### config.mk
export PLATFORM = sky130hd
export DESIGN_NAME = chw_synth_encoder
export DESIGN_NICKNAME = d
export VERILOG_FILES = /design/src/rtl/chw_pkg.sv /design/src/rtl/chw_div5.sv /design/src/rtl/chw_classify.sv /design/src/rtl/chw_assemble.sv /design/src/rtl/chw_synth_encoder.sv
export SDC_FILE = /design/constraint.sdc
export NUM_CORES = 1
export LEC_CHECK = 0
export ABC_AREA = 0
export BUFFER_PORTS_ARGS = -buffer_cell sky130_fd_sc_hd__buf_2
export CORE_UTILIZATION = 59
export CTS_CLUSTER_DIAMETER = 150
export CTS_CLUSTER_SIZE = 16
export DETAILED_ROUTE_END_ITERATION = 12
export GPL_TIMING_DRIVEN = 0
export HOLD_SLACK_MARGIN = 0.1
export PLACE_DENSITY_LB_ADDON = 0.12
export SYNTH_ARGS = -nofsm -noshare
export SYNTH_HDL_FRONTEND = slang
export SYNTH_SLANG_ARGS = --single-unit
### constraint.sdc
create_clock -name clk -period 1.45 [get_ports clk]
set_input_delay 0.0725 -clock clk [delete_from_list [all_inputs] [get_ports clk]]
set_output_delay 0.0725 -clock clk [all_outputs]
set_load 0.05 [all_outputs]
### src/rtl/chw_pkg.sv
package chw_pkg;
    localparam int FREQ_W = 16;
    localparam int SEL_W  = 8;
    localparam int REF_W  = 2;
    localparam int WORD_W = 15;
    localparam int LO_W   = 8;
    localparam int HI_W   = WORD_W - LO_W;
    localparam int Q5_W   = 14;

    typedef enum logic [2:0] {
        CLS_NONE,
        CLS_LOW_A,
        CLS_LOW_B,
        CLS_ODD,
        CLS_R20,
        CLS_R10,
        CLS_R5
    } raster_e;

    typedef enum logic {
        ST_IDLE,
        ST_DONE
    } ctl_state_e;
endpackage

### src/rtl/chw_div5.sv
module chw_div5
    import chw_pkg::*;
(
    input  logic [FREQ_W-1:0] f,
    output logic [Q5_W-1:0]   q,
    output logic [2:0]        r
);
    localparam int          SHIFT = FREQ_W + 2;
    localparam logic [17:0] MAGIC = 18'd52429;
    localparam int          PW    = FREQ_W + 18;

    logic [PW-1:0]     prod;
    logic [FREQ_W-1:0] back;

    always_comb begin
        prod = PW'(f) * PW'(MAGIC);
        q    = Q5_W'(prod >> SHIFT);
        back = FREQ_W'(q) * FREQ_W'(5);
        r    = 3'(f - back);
    end
endmodule

### src/rtl/chw_classify.sv
module chw_classify
    import chw_pkg::*;
(
    input  logic [FREQ_W-1:0] f,
    input  logic [Q5_W-1:0]   q5,
    input  logic [2:0]        r5,
    output raster_e           cls,
    output logic [SEL_W-1:0]  sel_raw,
    output logic [REF_W-1:0]  ref_raw,
    output logic              mode
);
    localparam logic [FREQ_W-1:0] LOW_TOP  = 16'd4800;
    localparam logic [FREQ_W-1:0] ODD_TOP  = 16'd5435;
    localparam logic [FREQ_W-1:0] R20_BASE = 16'd5120;

    logic [Q5_W-1:0] t;

    always_comb begin
        cls     = CLS_NONE;
        sel_raw = '0;
        ref_raw = '0;
        mode    = 1'b0;
        t       = '0;
        if (f < LOW_TOP) begin
            if (r5 == 3'd2) begin
                cls     = CLS_LOW_A;
                t       = q5 - Q5_W'(438);
                sel_raw = {t[5:0], 2'b00};
            end else if (r5 == 3'd4) begin
                cls     = CLS_LOW_B;
                t       = q5 - Q5_W'(444);
                sel_raw = {t[5:0], 2'b00};
                mode    = 1'b1;
            end
        end else if (r5 == 3'd2 && f <= ODD_TOP) begin
            cls     = CLS_ODD;
            t       = q5 - Q5_W'(960);
            sel_raw = {t[6:0], 1'b1};
        end else if (r5 == 3'd0 && q5[1:0] == 2'b00 && f >= R20_BASE) begin
            cls     = CLS_R20;
            t       = (q5 >> 2) - Q5_W'(240);
            sel_raw = {t[5:0], 2'b00};
            ref_raw = 2'd3;
        end else if (r5 == 3'd0 && !q5[0]) begin
            cls     = CLS_R10;
            t       = (q5 >> 1) - Q5_W'(480);
            sel_raw = {t[6:0], 1'b0};
            ref_raw = 2'd2;
        end else if (r5 == 3'd0) begin
            cls     = CLS_R5;
            t       = q5 - Q5_W'(960);
            sel_raw = t[7:0];
            ref_raw = 2'd1;
        end
    end
endmodule

### src/rtl/chw_assemble.sv
module chw_assemble
    import chw_pkg::*;
(
    input  raster_e          cls,
    input  logic [SEL_W-1:0] sel_raw,
    input  logic [REF_W-1:0] ref_raw,
    input  logic             mode,
    output logic             err,
    output logic [WORD_W-1:0] word
);
    logic [SEL_W-1:0] sel_rev;
    logic [REF_W-1:0] ref_rev;

    for (genvar i = 0; i < SEL_W; i++) begin : g_sel_rev
        assign sel_rev[i] = sel_raw[SEL_W-1-i];
    end
    for (genvar j = 0; j < REF_W; j++) begin : g_ref_rev
        assign ref_rev[j] = ref_raw[REF_W-1-j];
    end

    always_comb begin
        err  = (cls == CLS_NONE);
        word = '0;
        if (!err) begin
            word[0]     = 1'b1;
            word[1]     = mode;
            word[3:2]   = ref_rev;
            word[11:4]  = sel_rev;
            word[12]    = 1'b1;
        end
    end
endmodule

### src/rtl/chw_synth_encoder.sv
module chw_synth_encoder
    import chw_pkg::*;
(
    input  logic              clk,
    input  logic              rst_n,
    input  logic              req_valid,
    input  logic [FREQ_W-1:0] req_freq,
    output logic              rsp_done,
    output logic              rsp_err,
    output logic              rsp_spread,
    output logic [LO_W-1:0]   rsp_lo,
    output logic [HI_W-1:0]   rsp_hi
);
    localparam logic [FREQ_W-1:0] SPREAD_FREQ = 16'd2484;

    ctl_state_e        state, state_nx;
    logic [Q5_W-1:0]   q5;
    logic [2:0]        r5;
    raster_e           cls;
    logic [SEL_W-1:0]  sel_raw;
    logic [REF_W-1:0]  ref_raw;
    logic              mode;
    logic              err_c;
    logic [WORD_W-1:0] word_c;

    chw_div5 u_div5 (.f(req_freq), .q(q5), .r(r5));

    chw_classify u_cls (
        .f(req_freq), .q5(q5), .r5(r5), .cls(cls),
        .sel_raw(sel_raw), .ref_raw(ref_raw), .mode(mode)
    );

    chw_assemble u_asm (
        .cls(cls), .sel_raw(sel_raw), .ref_raw(ref_raw), .mode(mode),
        .err(err_c), .word(word_c)
    );

    always_comb begin
        unique case (state)
            ST_IDLE: state_nx = req_valid ? ST_DONE : ST_IDLE;
            ST_DONE: state_nx = req_valid ? ST_DONE : ST_IDLE;
            default: state_nx = ST_IDLE;
        endcase
    end

    always_ff @(posedge clk or negedge rst_n) begin
        if (!rst_n) state <= ST_IDLE;
        else        state <= state_nx;
    end

    always_ff @(posedge clk or negedge rst_n) begin
        if (!rst_n) begin
            rsp_err    <= 1'b0;
            rsp_spread <= 1'b0;
            rsp_lo     <= '0;
            rsp_hi     <= '0;
        end else if (req_valid) begin
            rsp_err    <= err_c;
            rsp_spread <= (cls == CLS_LOW_B) && (req_freq == SPREAD_FREQ);
            rsp_lo     <= word_c[LO_W-1:0];
            rsp_hi     <= word_c[WORD_W-1:LO_W];
        end
    end

    assign rsp_done = (state == ST_DONE);


    done_after_req_chk: assert property (@(posedge clk) disable iff (!rst_n)
        req_valid |=> rsp_done);

    done_cause_chk: assert property (@(posedge clk) disable iff (!rst_n)
        rsp_done |-> $past(req_valid));

    err_zero_chk: assert property (@(posedge clk) disable iff (!rst_n)
        rsp_err |-> (rsp_lo == '0 && rsp_hi == '0 && !rsp_spread));

    marker_bits_chk: assert property (@(posedge clk) disable iff (!rst_n)
        (rsp_done && !rsp_err) |-> (rsp_lo[0] && rsp_hi[4] && rsp_hi[6:5] == 2'b00));

    spread_freq_chk: assert property (@(posedge clk) disable iff (!rst_n)
        (rsp_done && rsp_spread) |-> ($past(req_freq) == SPREAD_FREQ));
endmodule

; ---- Word level (Yosys, flattened, before mapping)
; Index checks and enable logic that the tools add are counted.
[op_classes]
add_sub_neg = 6
multipliers = 2
magnitude_cmp = 3
n_eq_ne = 4
n_mux = 24
n_reduce_logical = 9
[ops]
columns = op, n
row1 = 8-bit 2-to-1 mux, 7
row2 = "16-bit by 16-bit multiplier with 32-bit output, second input constant", 1
row3 = 3-bit 2-to-1 mux, 6
row4 = "6-bit subtractor, second input constant", 3
row5 = "16-bit by 12-bit == test with 1-bit output, second input constant", 1
row6 = "16-bit by 13-bit >= comparator with 1-bit output, second input constant", 1
row7 = "16-bit by 13-bit <= comparator with 1-bit output, second input constant", 1
row8 = "16-bit by 13-bit < comparator with 1-bit output, second input constant", 1
row9 = "14-bit by 3-bit multiplier with 3-bit output, second input constant", 1
row10 = 13-bit 2-to-1 mux, 1
row11 = 2-bit 2-to-1 mux, 5
row12 = "8-bit subtractor, second input constant", 1
row13 = "7-bit subtractor, second input constant", 1
row14 = "3-bit by 2-bit == test with 1-bit output, second input constant", 2
row15 = 3-bit logical NOT, 2
row16 = 1-bit logical AND, 5
row17 = 1-bit 2-to-1 mux, 5
row18 = "3-bit == test, second input constant", 1
row19 = 3-bit subtractor, 1
row20 = 2-bit logical NOT, 1
row21 = 1-bit logical NOT, 1
[totals]
regBits = 16
output_inout_bits = 18

; ---- Longest topological paths before layout
[logic_depth]
ltp_word = 11
depth_mapped = 28
depth_no_buf = 27

; ---- By module
; A second synthesis with hierarchy kept.
[hier_totals]
cells_unflattened = 655
area_unflattened_um2 = 6312.3
[modules_own_cells]
columns = mod, instances, cells_per_inst, area_each_um2, seq_area_each_um2
row1 = chw_div5, 1, 503, 4813.4, 0.0
row2 = chw_synth_encoder, 1, 45, 768.2, 450.4
row3 = chw_classify, 1, 87, 570.5, 0.0
row4 = chw_assemble, 1, 20, 160.2, 0.0

; ---- Worst setup path before layout
; No wires, ideal clock.
[synth_timing]
path_type = input to register
startpoint = input req_freq[1]
endpoint = register rsp_hi[1]
arrival_time_ns = 6.672
path_slack_ns = -5.323
cell_stages = 25
cell_sequence = ha_1 xor2_1 ha_1 fa_1 fa_1 fa_1 inv_1 fa_1 inv_1 ha_1 and3_4 and4_4 a21boi_1 a311oi_2 and2b_1 xnor2_1 ha_1 inv_1 fa_1 xor2_1 xnor3_2 xor2_2 mux2i_1 nand4_1 o32ai_1
[synth_between]
elab_chain_len = 11
elab_cells_between_ends = 36
classes_between = 6 x add/sub / 2 x mul / 3 x order compare / 2 x eq/ne / 15 x mux / 8 x reduce/logical
[synth_lines]
columns = item, line
row1 = from (decl), chw_synth_encoder.sv:7  ; input logic [FREQ_W-1:0] req_freq,
row2 = 16-bit by 16-bit multiplier with 32-bit output, chw_div5.sv:16  ; prod = PW'(f) * PW'(MAGIC);
row3 = 14-bit by 3-bit multiplier with 3-bit output, chw_div5.sv:18  ; back = FREQ_W'(q) * FREQ_W'(5);
row4 = 3-bit subtractor, chw_div5.sv:19  ; r = 3'(f - back);
row5 = 3-bit logical NOT, "chw_classify.sv:39, chw_classify.sv:44, chw_classify.sv:49"
row6 = "3-bit 2-to-1 mux, or another cell as far along", chw_classify.sv:49  ; end else if (r5 == 3'd0) begin
row7 = 3-bit 2-to-1 mux or 1-bit logical AND (tied branches), "chw_classify.sv:44, chw_classify.sv:39"
row8 = 3-bit 2-to-1 mux, chw_classify.sv:39  ; end else if (r5 == 3'd0 && q5[1:0] == 2'b00 && f >= R20_BASE) begin
row9 = 3-bit 2-to-1 mux, chw_classify.sv:35  ; end else if (r5 == 3'd2 && f <= ODD_TOP) begin
row10 = 3-bit 2-to-1 mux, chw_classify.sv:24  ; if (f < LOW_TOP) begin
row11 = 3-bit logical NOT, chw_assemble.sv:22  ; err = (cls == CLS_NONE);
row12 = 13-bit 2-to-1 mux *, chw_assemble.sv:24  ; if (!err) begin
row13 = to (signal assigned), chw_synth_encoder.sv:61  ; rsp_hi <= word_c[WORD_W-1:LO_W];
row14 = to (decl), chw_synth_encoder.sv:12  ; output logic [HI_W-1:0] rsp_hi
; Every way passes the cells marked *; elsewhere a longest branch is shown, timed or not.
; A chain may end at the register's enable or synchronous reset.

; ---- Worst setup path in the final report
; Same ends and word-level chain as after synthesis.

==> tab_implementation.tex <==
\begin{tabular}{lr}
\hline
Metric & Value \\
\hline
\multicolumn{2}{l}{\textbf{Die}} \\
Starting density of the core & between 60\% and 70\% \\
IO Count & 37 \\
Std-Cell Core Area & just under 9000 sq um \\
Die height & $\sim$98 um \\
Die W & slightly below 100 um \\
Number of rows created at floorplan & 34 \\
Die Area & $\sim$9500 sq um \\
\multicolumn{2}{l}{\textbf{Timing}} \\
Slew @ Worst Pin & 770 ps \\
Worst slew slack as a fraction of its limit & a little under 50\% \\
Endpoints failing setup & 14 \\
Total negative setup slack & -67270 ps \\
RSZ-0062 raised after global routing & true \\
Crit path time final & 6440 ps \\
Portion of the clock cycle consumed by the worst path in the final layout & 444\% \\
Max Clk Rate & between 150 and 200 MHz \\
Post-layout worst setup margin & -4990 ps \\
Final count of hold timing violations & 0 \\
Setup skew after layout & 0 ps \\
Final number of max-transition violations & 0 \\
\multicolumn{2}{l}{\textbf{Synth}} \\
Arithmetic-cell share of the synthesized area counting full adders, half adders and majority gates & about 56\% \\
Simple logic cell fraction of the synthesized area & between 7 and 8\% \\
YS warnings & 0 \\
Largest family of logic cells by synthesized area & adder cells \\
Compound-gate portion of the synthesized area & between 10\% and 20\% \\
Fraction of registers with async set/reset & 100\% \\
Main flop type after synthesis & sky130\_fd\_sc\_hd\_\_dfrtp\_1 \\
Cell type with the highest aggregate area in the netlist & sky130\_fd\_sc\_hd\_\_ha\_1 \\
Ranking of synthesized cells by area & sky130\_fd\_sc\_hd\_\_ha\_1 29\%, sky130\_fd\_sc\_hd\_\_fa\_1 28\%, sky130\_fd\_sc\_hd\_\_inv\_1 10\% \\
Post-synthesis average cell area & $\sim$9.3 sq um \\
Multiplexer fraction of the synthesized cell area & 0.953\% \\
Post-synth EDFFs & 0 \\
Synth Register Bits & 15 \\
Post-synthesis sequential area ratio & under 10\% \\
Post-Syn Instances & just under 600 \\
Post-synthesis xor/xnor area fraction & about 6.0\% \\
Portion of synthesized cell area occupied by the leading cell type & between 20 and 30\% \\
Post-Syn Area & around 5400 sq um \\
Number of distinct library cell variants in the gate-level netlist after synthesis & slightly below 60 \\
\multicolumn{2}{l}{\textbf{Clocking}} \\
TritonCTS clock tree & done \\
Level count of the clock H-tree & 1 \\
TritonCTS buffer count & 3 \\
Clock slew at the register clock pins of the worst setup and hold paths & approximately 60 ps \\
Number of clock sinks & 15 \\
Cell at the root of the clock tree & sky130\_fd\_sc\_hd\_\_clkbuf\_8 \\
Longest Clk Path Bufs & 2 \\
Clock network latency to the later pin of the worst-skew pair & between 200 and 300 ps \\
\multicolumn{2}{l}{\textbf{Critical path}} \\
Critical path data required time & 1600 ps \\
Critical Path AT & approximately 6600 ps \\
Biggest fanout along the worst timing path & 7 \\
Type of destination of the critical path & register \\
Kind of start point of the critical path & input pin \\
Setup Crit Path Kind & in2reg \\
\multicolumn{2}{l}{\textbf{Placement}} \\
Post-detail-place hpwl & between 10 and 15 mm \\
IO Port Bufs & 34 \\
RePlAce Congestion & between 0.9 and 1 \\
\multicolumn{2}{l}{\textbf{Detailed routing}} \\
Number of nets still failing antenna checks after routing & 0 \\
Total iterations of the first detailed-routing run & 4 \\
Count of vias placed by the detailed router & $\sim$4.2k \\
Number of violations reported at the end of detailed-routing iteration 0 & 147 \\
Average via count per standard cell & 5.64 \\
Overall routed net length & $\sim$14 mm \\
Wire per inst & $\sim$18 um \\
Remaining DRCs & 0 \\
\multicolumn{2}{l}{\textbf{GRT}} \\
Wire length of the first global-routing pass & between 20 and 25 mm \\
Pin count of the biggest net entering global routing & 16 \\
Via count of the first global-routing pass & between 4k and 5k \\
Number of antenna violations at the first check in global routing & 0 \\
Total overflow reported by the global router & 0 \\
Overall track demand over capacity in global routing & between 20 and 30\% \\
\multicolumn{2}{l}{\textbf{Outcome}} \\
Violations in the final reports & setup timing \\
Status & finished, violations left \\
\multicolumn{2}{l}{\textbf{Layout}} \\
Number of filler instances in the final layout & 645 \\
Antenna cell count & 0 \\
Area grow syn2layout & 20.5\% \\
Nets@finish & 863 \\
Share of post-route cells with drive strength above 1 & a little over a fifth \\
\multicolumn{2}{l}{\textbf{Hold path}} \\
Worst hold path class & in2async \\
\multicolumn{2}{l}{\textbf{Flow run}} \\
Max-cap viol count & 0 \\
\hline
\end{tabular}
-- registers in the layout, summed over array words and instances, names as in the netlist --
name	cells
rsp_hi	4
rsp_done	1
rsp_lo	8
rsp_spread	1
rsp_err	1
-- cell usage in the layout (no fill, tap or decap), types with 5 or more instances in the layout --
cell type,count
sky130_fd_sc_hd__inv_1,129
sky130_fd_sc_hd__a21o_1,9
sky130_fd_sc_hd__nand2_1,19
sky130_fd_sc_hd__buf_2,21
sky130_fd_sc_hd__buf_4,39
sky130_fd_sc_hd__nor3_1,5
sky130_fd_sc_hd__xnor2_1,15
sky130_fd_sc_hd__nand3_1,9
sky130_fd_sc_hd__inv_2,9
sky130_fd_sc_hd__a21oi_1,20
sky130_fd_sc_hd__o21ai_0,8
sky130_fd_sc_hd__o21ai_1,6
sky130_fd_sc_hd__ha_1,101
sky130_fd_sc_hd__nor2_1,20
sky130_fd_sc_hd__fa_1,71
sky130_fd_sc_hd__nand4_1,9
sky130_fd_sc_hd__xor2_1,13
sky130_fd_sc_hd__dfrtp_1,15
sky130_fd_sc_hd__ha_4,18
-- cells in the mapped netlist, types with 2 or more instances --
library cell	n
sky130_fd_sc_hd__inv_1	143
sky130_fd_sc_hd__ha_1	123
sky130_fd_sc_hd__fa_1	74
sky130_fd_sc_hd__nor2_1	23
sky130_fd_sc_hd__a21oi_1	21
sky130_fd_sc_hd__nand2_1	19
sky130_fd_sc_hd__xnor2_1	19
sky130_fd_sc_hd__dfrtp_1	15
sky130_fd_sc_hd__o21ai_0	14
sky130_fd_sc_hd__xor2_1	13
sky130_fd_sc_hd__a21o_1	9
sky130_fd_sc_hd__nand3_1	9
sky130_fd_sc_hd__nand4_1	9
sky130_fd_sc_hd__nor3_1	6
sky130_fd_sc_hd__a211oi_1	5
sky130_fd_sc_hd__o31ai_1	5
sky130_fd_sc_hd__and2_1	4
sky130_fd_sc_hd__clkbuf_1	4
sky130_fd_sc_hd__mux2i_1	4
sky130_fd_sc_hd__a21boi_0	3
sky130_fd_sc_hd__a221oi_1	3
sky130_fd_sc_hd__buf_4	3
sky130_fd_sc_hd__nor2b_1	3
sky130_fd_sc_hd__o211ai_1	3
sky130_fd_sc_hd__o21a_1	3
sky130_fd_sc_hd__a22oi_1	2
sky130_fd_sc_hd__and3_1	2
sky130_fd_sc_hd__buf_2	2
sky130_fd_sc_hd__nor3b_1	2
sky130_fd_sc_hd__o2111ai_1	2
sky130_fd_sc_hd__o32ai_1	2
sky130_fd_sc_hd__or2_2	2
-- layout make-up --
| cell class | instances | area [sq um] | area share, % |
|---|---|---|---|
| multi-input cells | 409 | 4820 | 74.4 |
| flip-flops and latches | 15 | 375 | 5.79 |
| well taps | 108 | 135 | 2.08 |
| inverters | 144 | 557 | 8.59 |
| repair buffers | 65 | 494 | 7.62 |
| plain buffers | 9 | 55.1 | 0.849 |
| clock buffers | 4 | 45.0 | 0.695 |
-- layer usage --
metal | up-vias | routed length (um) | part of all wire [%] | GRT usage (%)
li1 | 2019 | - | - | -
met1 | 2059 | 5810 | 42 | 38.1
met2 | 141 | 7040 | 51 | 53.3
met3 | 30 | 601 | 4.4 | 2.81
met4 | 0 | 336 | 2.4 | 9.16
met5 | - | 0 | 0 | 0
-- per-stage QoR --
| stage | hold slack (ps) | setup slack (ps) | util [%] | cells | area (sq um) |
|---|---|---|---|---|---|
| floorplan | -223 | -4730 | - | 578 | 5560 |
| global placement | -19.3 | -5620 | 66.9 | 720 | 5860 |
| detailed placement | -13.1 | -5720 | 66.9 | 720 | 5860 |
| CTS | 258 | -4890 | 72.3 | 745 | 6330 |
| global route | 284 | -5200 | 74.0 | 754 | 6480 |
| finish | 255 | -4990 | 74.0 | 754 | 6480 |
-- timing repair --
action,in CTS,in global routing
pin swaps,16,8
setup buffers,20,9
resized for setup,62,20
hold buffers,2,0
hold endpoints to repair,16,0
setup endpoints to repair,14,14
-- worst max-delay path, cell delays in order --
cell and delay [ps]:
sky130_fd_sc_hd__buf_12 120, sky130_fd_sc_hd__ha_4 270, sky130_fd_sc_hd__xor2_1 160, sky130_fd_sc_hd__ha_2 300, sky130_fd_sc_hd__fa_1 500, sky130_fd_sc_hd__fa_1 430, sky130_fd_sc_hd__fa_1 530, sky130_fd_sc_hd__inv_2 50
sky130_fd_sc_hd__fa_1 570, sky130_fd_sc_hd__inv_2 60, sky130_fd_sc_hd__ha_4 210, sky130_fd_sc_hd__and3_4 180, sky130_fd_sc_hd__and4_4 150, sky130_fd_sc_hd__buf_4 130, sky130_fd_sc_hd__a311oi_2 290, sky130_fd_sc_hd__and2b_2 260
sky130_fd_sc_hd__xnor2_4 150, sky130_fd_sc_hd__ha_2 210, sky130_fd_sc_hd__inv_2 40, sky130_fd_sc_hd__fa_2 330, sky130_fd_sc_hd__xor2_1 160, sky130_fd_sc_hd__xnor3_2 360, sky130_fd_sc_hd__xor2_4 230, sky130_fd_sc_hd__mux2i_2 260
sky130_fd_sc_hd__nand4_1 250, sky130_fd_sc_hd__o32ai_1 340
-- path summary, 6_finish.rpt --
path / startpoint / end / slack, ps / cells after the start
setup reg to reg: rsp_lo[4]$_DFFE_PN0P_ / rsp_lo[4]$_DFFE_PN0P_ / 30 / 5
min in group clk: req_valid / rsp_hi[3]$_DFFE_PN0P_ / 370 / 4
setup / recovery: req_freq[1] / rsp_hi[1]$_DFFE_PN0P_ / -4990 / 26
hold reg to reg: rsp_hi[0]$_DFFE_PN0P_ / rsp_hi[0]$_DFFE_PN0P_ / 470 / 2
hold / removal: rst_n / rsp_lo[3]$_DFFE_PN0P_ / 250 / 2
max in group asynchronous: rst_n / rsp_done$_DFF_PN0_ / 950 / 2
-- cells by family after synthesis --
kind of cell,Yosys count
adder cells (fa/ha/maj),197
XOR/XNOR,34
AO/OA/AOI/OAI,86
other,1
buffers and inverters,154
flip-flops,15
AND/OR/NAND/NOR,85
multiplexers,5
Power is left out: the tool's default activity adds up to more than one toggle a clock period on the data nets, which glitch-free logic cannot reach.
